### config.mk
export PLATFORM = sky130hd
export DESIGN_NAME = usec_down_timer
export DESIGN_NICKNAME = d
export VERILOG_FILES = /design/src/rtl/usec_tmr_pkg.sv /design/src/rtl/usec_tmr_regdec.sv /design/src/rtl/usec_tmr_count.sv /design/src/rtl/usec_tmr_irq.sv /design/src/rtl/usec_down_timer.sv
export SDC_FILE = /design/constraint.sdc
export NUM_CORES = 1
export LEC_CHECK = 0
export CAP_MARGIN = 10
export CORE_AREA = 4 4 93 95
export DETAILED_ROUTE_END_ITERATION = 8
export DIE_AREA = 0 0 97 99
export PLACE_DENSITY = 0.75
export SKIP_CTS_REPAIR_TIMING = 1
export SLEW_MARGIN = 5
export SYNTH_ARGS = -nofsm -noshare
export SYNTH_HDL_FRONTEND = slang
export SYNTH_SLANG_ARGS = --single-unit
### constraint.sdc
create_clock -name clk -period 3 [get_ports clk]
set_input_delay 0.6 -clock clk [delete_from_list [all_inputs] [get_ports clk]]
set_output_delay 0.6 -clock clk [all_outputs]
set_load 0.02 [all_outputs]
### src/rtl/usec_tmr_pkg.sv
package usec_tmr_pkg;
  typedef enum logic [1:0] {
    SEL_CTRL = 2'd0,
    SEL_ACK  = 2'd1,
    SEL_LIVE = 2'd2,
    SEL_NONE = 2'd3
  } reg_sel_e;
endpackage

### src/rtl/usec_tmr_regdec.sv
module usec_tmr_regdec
  import usec_tmr_pkg::*;
#(
  parameter int DATA_W  = 32,
  parameter int CNT_W   = 29,
  parameter int ACK_BIT = 30
) (
  input  logic              wr_en,
  input  logic [1:0]        addr,
  input  logic [DATA_W-1:0] ctrl_q,
  input  logic [CNT_W-1:0]  live_q,
  input  logic              pend_q,
  output logic              ctrl_we,
  output logic              ack_we,
  output logic [DATA_W-1:0] rdata
);
  reg_sel_e sel;
  logic [DATA_W-1:0] live_word;
  logic [DATA_W-1:0] pend_word;

  assign sel = reg_sel_e'(addr);

  generate
    if (CNT_W < DATA_W) begin : g_pad
      assign live_word = {{(DATA_W-CNT_W){1'b0}}, live_q};
    end else begin : g_full
      assign live_word = live_q[DATA_W-1:0];
    end
  endgenerate

  assign pend_word = DATA_W'(pend_q) << ACK_BIT;

  always_comb begin
    ctrl_we = 1'b0;
    ack_we  = 1'b0;
    rdata   = '0;
    case (sel)
      SEL_CTRL: begin ctrl_we = wr_en; rdata = ctrl_q;    end
      SEL_ACK:  begin ack_we  = wr_en; rdata = pend_word; end
      SEL_LIVE: rdata = live_word;
      default:  rdata = '0;
    endcase
  end
endmodule

### src/rtl/usec_tmr_count.sv
module usec_tmr_count #(
  parameter int DATA_W  = 32,
  parameter int CNT_W   = 29,
  parameter int EN_BIT  = 31,
  parameter int PER_BIT = 30
) (
  input  logic              clk,
  input  logic              rst_n,
  input  logic              tick,
  input  logic              ctrl_we,
  input  logic [DATA_W-1:0] wdata,
  output logic [DATA_W-1:0] ctrl_q,
  output logic [CNT_W-1:0]  live_q,
  output logic              expire
);
  logic running;
  logic at_zero;

  assign running = ctrl_q[EN_BIT];
  assign at_zero = (live_q == '0);
  assign expire  = tick && running && at_zero && !ctrl_we;

  always_ff @(posedge clk) begin
    if (!rst_n) begin
      ctrl_q <= '0;
      live_q <= '0;
    end else if (ctrl_we) begin
      ctrl_q <= wdata;
      live_q <= wdata[CNT_W-1:0];
    end else if (tick && running) begin
      if (at_zero) begin
        if (ctrl_q[PER_BIT]) live_q <= ctrl_q[CNT_W-1:0];
        else                 ctrl_q[EN_BIT] <= 1'b0;
      end else begin
        live_q <= live_q - CNT_W'(1);
      end
    end
  end
endmodule

### src/rtl/usec_tmr_irq.sv
module usec_tmr_irq (
  input  logic clk,
  input  logic rst_n,
  input  logic expire,
  input  logic ack_we,
  input  logic ack_bit,
  output logic pend_q
);
  always_ff @(posedge clk) begin
    if (!rst_n)                pend_q <= 1'b0;
    else if (expire)           pend_q <= 1'b1;
    else if (ack_we && ack_bit) pend_q <= 1'b0;
  end
endmodule

### src/rtl/usec_down_timer.sv
module usec_down_timer #(
  parameter int DATA_W  = 32,
  parameter int CNT_W   = 29,
  parameter int EN_BIT  = 31,
  parameter int PER_BIT = 30,
  parameter int ACK_BIT = 30
) (
  input  logic              clk,
  input  logic              rst_n,
  input  logic              tick,
  input  logic              wr_en,
  input  logic [1:0]        addr,
  input  logic [DATA_W-1:0] wdata,
  output logic [DATA_W-1:0] rdata,
  output logic              irq
);
  logic              ctrl_we;
  logic              ack_we;
  logic              expire;
  logic [DATA_W-1:0] ctrl_q;
  logic [CNT_W-1:0]  live_q;

  usec_tmr_regdec #(.DATA_W(DATA_W), .CNT_W(CNT_W), .ACK_BIT(ACK_BIT)) u_dec (
    .wr_en(wr_en), .addr(addr), .ctrl_q(ctrl_q), .live_q(live_q),
    .pend_q(irq), .ctrl_we(ctrl_we), .ack_we(ack_we), .rdata(rdata)
  );

  usec_tmr_count #(.DATA_W(DATA_W), .CNT_W(CNT_W), .EN_BIT(EN_BIT),
                   .PER_BIT(PER_BIT)) u_cnt (
    .clk(clk), .rst_n(rst_n), .tick(tick), .ctrl_we(ctrl_we),
    .wdata(wdata), .ctrl_q(ctrl_q), .live_q(live_q), .expire(expire)
  );

  usec_tmr_irq u_irq (
    .clk(clk), .rst_n(rst_n), .expire(expire), .ack_we(ack_we),
    .ack_bit(wdata[ACK_BIT]), .pend_q(irq)
  );
endmodule

# Word level (Yosys, flattened, before mapping)
# Cells that the tools add are included.
dict set report word_totals {
  regBits 62
  memories 0
  latchBits 0
  inputBits 38
  out_inout_bits 33
  ramBits 0
  mem_bits_ro 0
}
dict set report op_classes {
  div_mod_pow 0
  n_reduce_logical 12
  shift 0
  n_eq_ne 4
  bitwise_logic 0
  n_mul 0
  mux 13
  add_sub_neg 1
  n_lt_le_gt_ge 0
}
# cell count
set op_table {}
lappend op_table {{29-bit two-way mux} 4}
lappend op_table {{32-bit one-hot mux with 3 select lines} 1}
lappend op_table {{29-bit zero test} 1}
lappend op_table {{29-bit by 1-bit subtractor with 29-bit output (second input constant)} 1}
lappend op_table {{1-bit two-way mux} 8}
lappend op_table {{2-bit nonzero test} 3}
lappend op_table {{1-bit logical AND} 4}
lappend op_table {{3-bit by 1-bit != test with 1-bit output (second input constant)} 1}
lappend op_table {{3-bit AND reduction} 1}
lappend op_table {{2-bit by 1-bit == test with 1-bit output (second input constant)} 1}
lappend op_table {{2-bit == test (second input constant)} 1}
lappend op_table {{2-bit zero test} 1}
lappend op_table {{2-bit by 1-bit != test with 1-bit output (second input constant)} 1}
lappend op_table {{2-bit AND reduction} 1}
lappend op_table {{1-bit zero test} 1}

# Logic depth before layout (Yosys ltp)
# Gate-level depths: netlist (run 1).
dict set report depth {
  ltp_word 5
  mapped_depth 11
}

# By module
# From an unflattened synthesis (run 1), not the netlist that was laid out.
dict set report hier_totals {
  hier_cells 478
  area_unflattened_um2 3846.2
}
# mod n_inst cells_per_inst area_per_inst_um2 seq_area_each_um2
set modules_own_cells {}
lappend modules_own_cells {usec_tmr_count 1 401 3278.1 1221.2}
lappend modules_own_cells {usec_tmr_regdec 1 73 533.0 0.0}
lappend modules_own_cells {usec_tmr_irq 1 4 35.0 20.0}

# Worst setup path after synthesis (run 1)
# No wires, ideal clock.
dict set report synth_timing {
  path_type {register -> register}
  start {reg u_cnt.live_q[25]}
  end {reg u_cnt.live_q[17]}
  arrival_time_ps 2234
  setup_slack_ps 648
  required_ps 2881
  path_stages_with_launch 8
  synth_period_minus_slack_ps 2352
  setup_ps 119
  path_cell_list {dfxtp_1 clkbuf_1 or4_4 or3_1 nor4_4 o21ai_1 buf_2 o221a_2}
}
dict set report synth_via {
  elab_chain_cells 4
  word_cells_on_any_way 6
}
# item line
set synth_rtl {}
lappend synth_rtl {{start, declared} usec_tmr_count.sv:13} ;# output logic [CNT_W-1:0] live_q,
lappend synth_rtl {{start signal, assigned} usec_tmr_count.sv:29} ;# live_q <= wdata[CNT_W-1:0];
lappend synth_rtl {{start signal, assigned} usec_tmr_count.sv:32} ;# if (ctrl_q[PER_BIT]) live_q <= ctrl_q[CNT_W-1:0];
lappend synth_rtl {{start signal, assigned} usec_tmr_count.sv:35} ;# live_q <= live_q - CNT_W'(1);
lappend synth_rtl {{29-bit zero test (*)} usec_tmr_count.sv:20} ;# assign at_zero = (live_q == '0);
lappend synth_rtl {{29-bit two-way mux} usec_tmr_count.sv:31} ;# if (at_zero) begin
lappend synth_rtl {{29-bit two-way mux} usec_tmr_count.sv:30} ;# end else if (tick && running) begin
lappend synth_rtl {{29-bit two-way mux} usec_tmr_count.sv:27} ;# end else if (ctrl_we) begin
# Every way passes the cells marked *; elsewhere a longest branch is shown, timed or not. The select of a mux whose other input is x is not followed.
# A chain may end at the register's enable or synchronous reset.

# Final worst setup path (run 1)
dict set report layout_timing {
  start {reg u_cnt.live_q[8]}
  end {reg u_cnt.live_q[0]}
}
# Same word-level chain as after synthesis.

==> summary.md, run 1 <==
| Metric | Value |
|---|---|
| Design Area, Final | `4940 sq um` |
| Global-route wire length before repair | `about 19,000 um` |
| Avg Inst Size Synth | `about 7.5 sq um` |
| Drt first pass iters | `5` |
| Share of layout cells above drive strength 1 | `10.4%` |
| CTS Buf Count | `9` |
| Metal-1 WL | `5150 um` |
| Seq/Total Area, Yosys | `roughly a third` |
| Worst hold-check path type | `flop to flop` |
| Met3 routed WL | `~750 um` |
| Placed cells | `around 670` |
| P_leak | `roughly 1.9 nW` |
| Initial DRC Count | `approximately 280` |
| GRT Overall Usage | `24.0%` |
| Tightest Pin Transition | `between 700 and 800 ps` |
| Final hold violations | `0` |
| PwrDens | `~520 nW/um^2` |
| Worst setup path category | `flop to flop` |
| Setup TNS | `0 ps` |
| Critical path endpoint category | `flop` |
| Final setup margin | `about 270 ps` |
| Total grt overflow | `0` |
| DR top layer | `met4` |
| Routed len/inst | `about 17 um` |
| Clock root buffer | `clkbuf_8` |
| Synthesized flop and latch total | `between 60 and 70` |
| Final Cycle Share | `91.0%` |
| Final WL | `~12,000 um` |
| DIE WIDTH | `97 um` |
| Max-Cap Viols | `0` |
| Core area | `between 7000 and 8000 sq um` |
| Top fanout value on the critical path | `31` |
| DP Worst Slack | `approximately 290 ps` |
| DR DRC count | `0` |
| Clock buffer depth | `2` |
| Layout Nets | `around 620` |
| Row count | `32` |
| Placed Area | `~4700 sq um` |
| Max IR drop VDD | `237 uV` |
| Max-slew headroom | `between 40% and 50%` |
| Critical Path Start Type | `flop` |
| Initial Util | `49.4%` |
| CTS H-Tree Depth | `3` |
| Non-filler instance count after layout | `687` |
| Period minus WS final | `between 2000 and 3000 ps` |
| Cell Area, Synth | `approximately 3800 sq um` |
| Final Skew | `roughly 13 ps` |
| Skew-Pair Late Insertion Delay | `350 ps` |
| Area grow syn2layout | `29.5%` |
| GPL Wtd Cong | `approximately 0.88` |
| YS warnings | `0` |
| Worst EP arrival | `between 2000 and 3000 ps` |
| Number of antenna violations at the first check in global routing | `0` |
| Main synth FF type | `dfxtp_1` |
| Post-synth EDFFs | `0` |
| Syn_nets | `about 550` |
| CTS tree | `built` |
| Number of fill cells | `between 600 and 700` |
| Clock Sink Count | `between 60 and 70` |
| Largest net degree at the start of global routing | `36` |
| Slew Viols, Final | `0` |
| Die height | `between 90 and 100 um` |
| Cells after Synth | `~500` |
| Asr flop ratio synth | `0%` |
| Status | `complete, no violations` |
| Drt via density | `5.94` |
| Final setup fails | `0` |
| Max Clk Rate | `roughly 370 MHz` |
| Vias in the first global route | `between 3,000 and 4,000` |
| Via count | `a little over 4,000` |
| Antenna viol nets, final | `0` |
| WP data required | `between 3000 and 4000 ps` |
| Ant diodes | `0` |
| Metal2 WL | `approximately 5600 um` |
| Count of different cell masters after synthesis | `56` |
| Dpl hpwl | `approximately 8000 um` |
| Unrepaired setup endpoints after global routing | `no` |
| Die area | `~9600 sq um` |
| Worst-path clk slew | `80 ps` |
| PortBufs | `70` |
| Top Ports | `just over 70` |
## worst paths after layout
check                         from               end  slack (ps)  cells after the start
hold / removal    u_cnt.ctrl_q[29]  u_cnt.ctrl_q[29]         460                      2
hold reg to reg   u_cnt.ctrl_q[29]  u_cnt.ctrl_q[29]         460                      2
setup / recovery   u_cnt.live_q[8]   u_cnt.live_q[0]         270                      6
setup reg to reg   u_cnt.live_q[8]   u_cnt.live_q[0]         270                      6
## cell usage after synthesis (3+ instances only)
| cell | number | area share (%) |
|---|---|---|
| nand2_1 | 87 | 8.6 |
| nor2_1 | 64 | 6.3 |
| dfxtp_1 | 62 | 33 |
| a21oi_1 | 53 | 7.0 |
| mux2i_1 | 34 | 8.9 |
| clkbuf_1 | 28 | 2.8 |
| nor3_1 | 22 | 2.9 |
| o21ai_0 | 17 | 2.2 |
| nand3_1 | 12 | 1.6 |
| a31oi_1 | 8 | 1.3 |
| o211ai_1 | 8 | 1.6 |
| buf_2 | 7 | 0.92 |
| or3_1 | 6 | 0.98 |
| xnor2_1 | 6 | 1.4 |
| a211oi_1 | 5 | 0.98 |
| and2_1 | 5 | 0.82 |
| inv_1 | 5 | 0.49 |
| nand4_1 | 5 | 0.82 |
| nor4_1 | 5 | 0.82 |
| o21ai_1 | 5 | 0.66 |
| or4_1 | 5 | 0.98 |
| buf_1 | 4 | 0.39 |
| and4_1 | 3 | 0.69 |
| buf_6 | 3 | 0.89 |
| nor4_4 | 3 | 1.7 |
| nor4b_1 | 3 | 0.69 |
| o2111ai_1 | 3 | 0.69 |
| o221a_1 | 3 | 0.89 |
| o311a_1 | 3 | 0.79 |
| o32ai_1 | 3 | 0.69 |
| xor2_1 | 3 | 0.69 |
## layout by cell type (no fill, tap or decap), types with 5 or more instances in the layout
cell type / Yosys / routed
a211oi_1: 5 / 5
a21oi_1: 53 / 53
a31oi_1: 8 / 8
and2_1: 5 / 5
buf_4: 0 / 27
clkbuf_8: 0 / 10
clkdlybuf4s50_1: 0 / 69
dfxtp_1: 62 / 62
inv_1: 5 / 5
mux2i_1: 34 / 34
nand2_1: 87 / 86
nand3_1: 12 / 12
nand4_1: 5 / 5
nor2_1: 64 / 64
nor3_1: 22 / 22
nor4_1: 5 / 5
o211ai_1: 8 / 8
o21ai_0: 17 / 17
o21ai_1: 5 / 5
or3_1: 6 / 6
or4_1: 5 / 5
xnor2_1: 6 / 6
## registers in the layout, indices dropped and copies added (netlist names)
signal	cells
u_cnt.ctrl_q	32
u_irq.pend_q	1
u_cnt.live_q	29
## layer usage
metal / vias up / track usage, %
met5: - / 0
met4: 0 / 8.75
met3: 21 / 3.68
met2: 167 / 40.7
met1: 1910 / 30.8
li1: 1982 / -
## stage by stage
step / utilization, % / hold slack [ps] / total power, W
after CTS: 63.9 / 463 / 0.00254
after global placement: 60.8 / 449 / 0.00161
after detailed placement: 60.8 / 454 / 0.00163
after global routing: 63.9 / 478 / 0.00266
after floorplan: - / 432 / 0.00139
final: 63.9 / 461 / 0.00255
## power breakdown
group | internal [W] | switching [W] | total, W
clock | 0.000573 | 0.000350 | 0.000923
sequential | 0.000861 | 0.0000508 | 0.000912
combinational | 0.000316 | 0.000397 | 0.000713
## cells by family after synthesis
family	after synthesis	share of synthesized area [%]
simple gates	233	29.8
xor+xnor	9	2.07
compound gates	126	20.9
mux	34	8.92
flops	62	32.5
buf+inv	47	5.44
fa+ha+maj	1	0.328
## critical path, cell delays in order, from the launching register on
cell and delay, ps:
dfxtp_1 380, nor4_2 520, nand3_2 290, or4_4 780, o21ai_2 340, a211oi_1 130
o31ai_1 200
## cell type report
class / count / area [sq um] / share of cell area (%)
multi-input cells: 403 / 2370 / 47.9
flip-flops and latches: 62 / 1240 / 25.1
repair buffers: 99 / 938 / 19.0
clock buffers: 10 / 138 / 2.79
well taps: 102 / 128 / 2.58
clock inverters: 6 / 109 / 2.20
inverters: 5 / 18.8 / 0.380
(Power assumes the default switching activity.)
==> inputs of run 2 (changes only) <==
--- a/config.mk
+++ b/config.mk
@@ -6,10 +6,10 @@
 export NUM_CORES = 1
 export LEC_CHECK = 0
 export CAP_MARGIN = 10
-export CORE_AREA = 4 4 93 95
+export CORE_AREA = 4 4 85 103
 export DETAILED_ROUTE_END_ITERATION = 8
-export DIE_AREA = 0 0 97 99
-export PLACE_DENSITY = 0.75
+export DIE_AREA = 0 0 89 107
+export PLACE_DENSITY = 0.76
 export SKIP_CTS_REPAIR_TIMING = 1
 export SLEW_MARGIN = 5
 export SYNTH_ARGS = -nofsm -noshare
==> run 2 against run 1 <==
Against the previous run: register-to-register slack gained 50 ps; non-clock buffer count is 3 lower; via count rose by 0.27%; count of clock-buffer cells in the layout is 1 higher; sequential share of layout area rose by 0.31 points; fmax about the same; critical path type is now input port to output port; largest power group is now sequential cells.
==> summary.md, run 2 (synthesis gave the netlist of run 1 again) <==
| Metric | Value |
|---|---|
| Status | `complete, no violations` |
| Share of layout cells above drive strength 1 | `10.1% (-0.29 points)` |
| Die area | `9520 sq um (-0.83%)` |
| Setup TNS | `0 ps (unchanged)` |
| Hold_sp | `u_cnt.ctrl_q[0]` |
| Skew-Pair Late Insertion Delay | `350 ps (about the same)` |
| Slew Viols, Final | `0 (unchanged)` |
| Number of fill cells | `689 (-1.0%)` |
| Max reg flops | `32 (unchanged)` |
| DR DRC count | `0 (unchanged)` |
| CTS tree | `built` |
| WHS Endpoint | `u_cnt.ctrl_q[0]` |
| Tightest Pin Transition | `842 ps (+74.4 ps)` |
| Final Skew | `16.5 ps (+3.74 ps)` |
| Non-filler instance count after layout | `674 (-1.9%)` |
| PortBufs | `70 (unchanged)` |
| R2r setup slk | `320 ps (+50 ps)` |
| CP Launch Point | `addr[0]` |
| GRT Overall Usage | `25.5% (+1.5 points)` |
| GPL Wtd Cong | `0.981 (+12%)` |
| Drt first pass iters | `5 (unchanged)` |
| Worst path max stage delay | `610 ps (-170 ps)` |
| Dpl hpwl | `8100 um (-0.24%)` |
| Fin util | `63.7% (-0.25 points)` |
| CP max-delay cell | `clkdlybuf4s50_1` |
| Worst Hold Depth | `2 (unchanged)` |
| Die height | `107 um (+8.1%)` |
| WP data required | `2400 ps (-860 ps)` |
| Antenna viol nets, final | `0 (unchanged)` |
| Drt via density | `6.07 (+2.2%)` |
| Critical Path Start Type | `input port` |
| Global-route wire length before repair | `19,200 um (+0.51%)` |
| Initial DRC Count | `374 (+32%)` |
| Largest net degree at the start of global routing | `45 (+25%)` |
| CTS H-Tree Depth | `3 (unchanged)` |
| P_leak | `1.82 nW (-1.7%)` |
| Biggest register | `u_cnt.ctrl_q` |
| Unrepaired setup endpoints after global routing | `no` |
| Reg2reg end | `u_cnt.live_q[0]` |
| Area grow syn2layout | `27.9%` |
| Register area | `1240 sq um (unchanged)` |
| Placed cells | `658 (-1.9%)` |
| Worst EP arrival | `2130 ps (-860 ps)` |
| Worst r2r src | `u_cnt.live_q[8]` |
| Row count | `35 (+9.4%)` |
| Total grt overflow | `0 (unchanged)` |
| Footprint of the multi-input gates | `2370 sq um (about the same)` |
| DIE WIDTH | `89 um (-8.2%)` |
| Design Area, Final | `4880 sq um (-1.2%)` |
| Clock root buffer | `clkbuf_8` |
| Worst reg-to-reg path cell count | `6 (unchanged)` |
| Worst setup path category | `input port to output port` |
| Worst hold-check path type | `flop to flop` |
| Initial Util | `49.8% (+0.41 points)` |
| Most common cell on crit path | `clkdlybuf4s50_1` |
| Max IR drop VDD | `360 uV (+52%)` |
| Period minus WS final | `2730 ps (+0.0760 ps)` |
| Number of antenna violations at the first check in global routing | `0 (unchanged)` |
| Buf/Inv on CP | `3 (+3)` |
| CP cell instances | `clkdlybuf4s50_1 -> buf_4 -> nor2_1 -> clkdlybuf4s50_1` |
| Final hold violations | `0 (unchanged)` |
| Top fanout value on the critical path | `20 (-35%)` |
| Leading cell type in the layout, fill and taps excluded | `nand2_1` |
| Clock buffer depth | `2 (unchanged)` |
| Final setup fails | `0 (unchanged)` |
| Routed len/inst | `17.4 um (+2.1%)` |
| Largest registers | `u_cnt.ctrl_q: 32 flops, u_cnt.live_q: 29 flops, u_irq.pend_q: 1 flops` |
| Vias in the first global route | `3,917 (+0.64%)` |
| Ant diodes | `0 (unchanged)` |
| Critical path endpoint category | `output port` |
| Commonest cells after routing, fill and taps aside | `86 x nand2_1, 69 x clkdlybuf4s50_1, 64 x nor2_1, 62 x dfxtp_1, 53 x a21oi_1` |
| Core area | `7660 sq um (-0.83%)` |
| Max Clk Rate | `366 MHz (about the same)` |
| Clock Sink Count | `62 (unchanged)` |
| Max-Cap Viols | `0 (unchanged)` |
| Final Cycle Share | `91.0% (about the same)` |
| PwrDens | `508 nW/um^2 (-1.5%)` |
| Family with the most delay on the worst path | `buffers and inverters` |
| Placed Area | `4650 sq um (-0.99%)` |
| Via count | `4,091 (+0.27%)` |
| Layout Nets | `616 (-0.48%)` |
| Top Ports | `71 (unchanged)` |
| Final WL | `11,700 um (+0.14%)` |
| Worst-path clk slew | `70 ps (about the same)` |
| Max-slew headroom | `43.4% (-5.3 points)` |
| CTS Buf Count | `9 (unchanged)` |
-- run 2: layout make-up --
class | count | area share [%]
clock buffers | 11 | 3.10
clock inverters | 5 | 1.67
inverters | 5 | 0.385
multi-input cells | 403 | 48.6
flip-flops and latches | 62 | 25.4
well taps | 92 | 2.36
repair buffers | 96 | 18.5
-- run 2: per-stage QoR --
stage               power [W]  hold slack, ps  worst slack, ps
floorplan             0.00139             432              648
global placement      0.00160             443              313
detailed placement    0.00162             458              277
CTS                   0.00247             468              276
global route          0.00258             487              181
finish                0.00248             469              269
-- run 2: worst max path at each step --
| stage | end | slack [ps] | cells past startpoint |
|---|---|---|---|
| detailed placement | rdata[29] | 280 | 4 |
| floorplan | u_cnt.live_q[17] | 650 | 7 |
| finish | rdata[15] | 270 | 4 |
| global placement | rdata[10] | 310 | 4 |
| CTS | rdata[29] | 280 | 4 |
| global route | u_cnt.live_q[0] | 180 | 6 |
-- run 2: worst register-to-register path, delay by kind of cell, from the launching register on --
kind,cells,cell delay [ps]
and+or+nand+nor,3,1520
AOI/OAI and AO/OA,3,690
DFF,1,370
-- run 2: where the power goes --
part	switching (W)	internal, W	leakage (nW)	total, W
clock	0.000346	0.000513	0.116	0.000859
sequential	0.0000506	0.000861	0.505	0.000912
combinational	0.000398	0.000309	1.20	0.000707
total	0.000795	0.00168	1.82	0.00248
-- run 2: layer usage --
metal,up-vias,part of all wire [%],track usage (%)
met5,-,0,0
met4,0,2.1,9.26
met3,20,5.8,3.77
met2,169,50,42.2
met1,1928,42,33.1
li1,1974,-,-
==> inputs of run 3 (changes only) <==
--- a/config.mk
+++ b/config.mk
@@ -6,12 +6,13 @@
 export NUM_CORES = 1
 export LEC_CHECK = 0
 export CAP_MARGIN = 10
-export CORE_AREA = 4 4 85 103
+export CORE_AREA = 4 4 86 104
 export DETAILED_ROUTE_END_ITERATION = 8
-export DIE_AREA = 0 0 89 107
-export PLACE_DENSITY = 0.76
+export DIE_AREA = 0 0 90 108
+export PLACE_DENSITY = 0.75
 export SKIP_CTS_REPAIR_TIMING = 1
 export SLEW_MARGIN = 5
 export SYNTH_ARGS = -nofsm -noshare
 export SYNTH_HDL_FRONTEND = slang
+export SYNTH_HIERARCHICAL = 1
 export SYNTH_SLANG_ARGS = --single-unit
==> run 3 against run 2 <==
Against the previous run: power down 9.7%; critical path type is now flop to flop; largest cell class unchanged; count of clock-buffer cells in the layout unchanged; non-clock buffer count up 2; global-route usage down 2.1 points; critical endpoint is now u_cnt/live_q[11]; clock skew down 7.4 ps.
==> summary.md, run 3 <==
| Metric | Value |
|---|---|
| Commonest cells after routing, fill and taps aside | `69 x clkdlybuf4s50_1, 62 x nor2_1, 62 x mux2i_1, 62 x dfxtp_1, 38 x a21oi_1` |
| GRT Overall Usage | `23.4% (-2.1 points)` |
| Number of fill cells | `739 (+7.3%)` |
| Die height | `108 um (+0.93%)` |
| Unrepaired setup endpoints after global routing | `no` |
| PortBufs | `70 (unchanged)` |
| Die area | `9720 sq um (+2.1%)` |
| Routed len/inst | `17.4 um (-0.24%)` |
| Final setup fails | `0 (unchanged)` |
| Area leader, netlist | `dfxtp_1` |
| CTS tree | `built` |
| Top fanout value on the critical path | `8 (-60%)` |
| DR DRC count | `0 (unchanged)` |
| GPL Wtd Cong | `0.973 (-0.80%)` |
| Final WL | `11,300 um (-4.1%)` |
| WP data required | `3220 ps (+820 ps)` |
| Initial Util | `48.2% (-1.5 points)` |
| Seq/Total Area, Yosys | `32.3% (-0.26 points)` |
| Max IR drop VDD | `280 uV (-22%)` |
| Layout Nets | `588 (-4.5%)` |
| Global-route wire length before repair | `18,600 um (-3.5%)` |
| Avg Inst Size Synth | `8.05 sq um (+8.0%)` |
| Biggest register | `u_cnt/ctrl_q` |
| DIE WIDTH | `90 um (+1.1%)` |
| CTS Buf Count | `9 (unchanged)` |
| Total grt overflow | `0 (unchanged)` |
| Max-Cap Viols | `0 (unchanged)` |
| Skew-Pair Late Insertion Delay | `350 ps (about the same)` |
| Worst setup path category | `flop to flop` |
| Core area | `7970 sq um (+4.0%)` |
| Max-slew headroom | `56.2% (+13 points)` |
| YS warnings | `6 (+6)` |
| Drt via density | `6.00 (-1.1%)` |
| Worst Hold Depth | `2 (unchanged)` |
| Vias in the first global route | `3,905 (-0.31%)` |
| Top Ports | `71 (unchanged)` |
| Largest registers | `u_cnt/ctrl_q: 32 flops, u_cnt/live_q: 29 flops, u_irq/pend_q: 1 flops` |
| Worst EP arrival | `3060 ps (+930 ps)` |
| Number of antenna violations at the first check in global routing | `0 (unchanged)` |
| Setup TNS | `0 ps (unchanged)` |
| Main synth FF type | `dfxtp_1` |
| Status | `complete, no violations` |
| Area share of the largest cell type after synthesis | `32.3% (-0.26 points)` |
| Clock Sink Count | `62 (unchanged)` |
| Row count | `36 (+2.9%)` |
| Cell Area, Synth | `3850 sq um (+0.82%)` |
| CTS H-Tree Depth | `3 (unchanged)` |
| Via count | `3,889 (-4.9%)` |
| Initial DRC Count | `222 (-41%)` |
| Total power draw | `0.00224 W (-9.7%)` |
| Period minus WS final | `2840 ps (+108 ps)` |
| Max Clk Rate | `352 MHz (-3.8%)` |
| PwrDens | `460 nW/um^2 (-9.5%)` |
| Slew Viols, Final | `0 (unchanged)` |
| Count of different cell masters after synthesis | `49 (-13%)` |
| Clock root buffer | `clkbuf_8` |
| R2r setup slk | `160 ps (-160 ps)` |
| Dpl hpwl | `7940 um (-2.0%)` |
| Final hold violations | `0 (unchanged)` |
| Asr flop ratio synth | `0% (unchanged)` |
| Worst hold-check path type | `flop to flop` |
| Top post-synthesis cells by area | `dfxtp_1 32%, mux2i_1 16%, nor2_1 6.1%, nor2b_1 5.0%, a21oi_1 4.9%` |
| Cells after Synth | `478 (-6.6%)` |
| Area grow syn2layout | `26.5%` |
| Post-synth EDFFs | `0 (unchanged)` |
| Syn_nets | `517 (-6.2%)` |
| Worst-path clk slew | `70 ps (about the same)` |
| Hold_sp | `u_cnt/live_q[25]` |
| Reg2reg end | `u_cnt/live_q[11]` |
| Final Skew | `9.08 ps (-7.37 ps)` |
| Final Cycle Share | `94.6% (+3.6 points)` |
| Largest net degree at the start of global routing | `45 (unchanged)` |
| Fin util | `61.0% (-2.7 points)` |
| Share of layout cells above drive strength 1 | `8.50% (-1.6 points)` |
| P_leak | `1.81 nW (-0.50%)` |
| Max reg flops | `32 (unchanged)` |
| Critical Path Start Type | `flop` |
| Drt first pass iters | `5 (unchanged)` |
| Ant diodes | `0 (unchanged)` |
| Critical path endpoint category | `flop` |
| Worst r2r src | `u_cnt/live_q[18]` |
| Tightest Pin Transition | `650 ps (-192 ps)` |
| Antenna viol nets, final | `0 (unchanged)` |
| Leading cell type in the layout, fill and taps excluded | `clkdlybuf4s50_1` |
| WHS Endpoint | `u_cnt/live_q[25]` |
| Worst reg-to-reg path cell count | `5 (-1)` |
| Clock buffer depth | `2 (unchanged)` |
| Most common library cells after synthesis | `62 x dfxtp_1, 62 x mux2i_1, 62 x nor2_1, 38 x a21oi_1, 31 x nor2b_1` |
| Synthesized flop and latch total | `62 (unchanged)` |
-- run 3: cell count changes in the layout (fill, tap and decap cells not counted), sizes merged, moves of 5 or more --
cell | before | now
nor2b | 1 | 31
nor3 | 22 | 17
or3 | 6 | 11
a31oi | 8 | 1
o31ai | 2 | 8
nand2 | 87 | 22
mux2i | 34 | 62
a21oi | 53 | 38
-- run 3: cell type report --
cell class | count | area (sq um) | area share (%)
multi-input combinational | 372 | 2380 | 48.8
clock buffer | 11 | 141 | 2.91
inverter | 6 | 22.5 | 0.463
sequential | 62 | 1240 | 25.5
clock inverter | 4 | 47.5 | 0.977
timing repair buffer | 98 | 918 | 18.9
tap | 95 | 119 | 2.44
-- run 3: per-layer routing --
metal	global-route usage [%]	up-vias	wire length, um
met2	41.6	148	5560
met4	12.4	0	350
met1	27.1	1842	4670
met3	4.04	32	677
li1	-	1867	-
met5	0	-	0
-- run 3: worst max path at each step --
stage / from / endpoint / slack, ps / cells past startpoint
floorplan: u_cnt/live_q[18] / u_cnt/live_q[0] / 390 / 9
global placement: u_cnt/live_q[18] / u_cnt/live_q[11] / 260 / 5
detailed placement: addr[0] / u_cnt/live_q[12] / 260 / 9
CTS: u_cnt/live_q[18] / u_cnt/live_q[13] / 250 / 5
global route: u_cnt/live_q[18] / u_cnt/live_q[11] / 50 / 5
finish: u_cnt/live_q[18] / u_cnt/live_q[11] / 160 / 5
-- run 3: kinds of logic (layout without fill, tap and decap cells) --
logic type                 after synthesis  after routing  synth area share, %
xor gates and xnor gates                12             12                 2.73
AOI/OAI and AO/OA                      107            107                 17.4
and+or+nand+nor                        190            190                 25.2
buffers and inverters                   44            119                 5.99
adders and majority gates                1              1                0.325
muxes                                   62             62                 16.1
DFF                                     62             62                 32.3
-- run 3: report_power, final --
group	leakage, nW	internal (W)	total [W]	switching (W)
registers	0.505	0.000861	0.000908	0.0000469
clock network	0.0952	0.000399	0.000732	0.000333
logic	1.21	0.000267	0.000598	0.000331
total	1.81	0.00153	0.00224	0.000711
-- run 3: critical path, stage by stage (launching register included) --
cell	delay (ps)
dfxtp_1	370
or4_1	630
nor4_1	560
a21oi_1	350
o21ai_0	620
o22ai_1	180
-- run 3: per-stage QoR --
stage	setup WS, ps	instances	area, sq um	hold WS, ps
finish	161	648	4870	504
global route	49.4	648	4870	515
CTS	252	648	4870	495
detailed placement	260	633	4680	488
global placement	261	633	4680	482
floorplan	390	478	3850	455
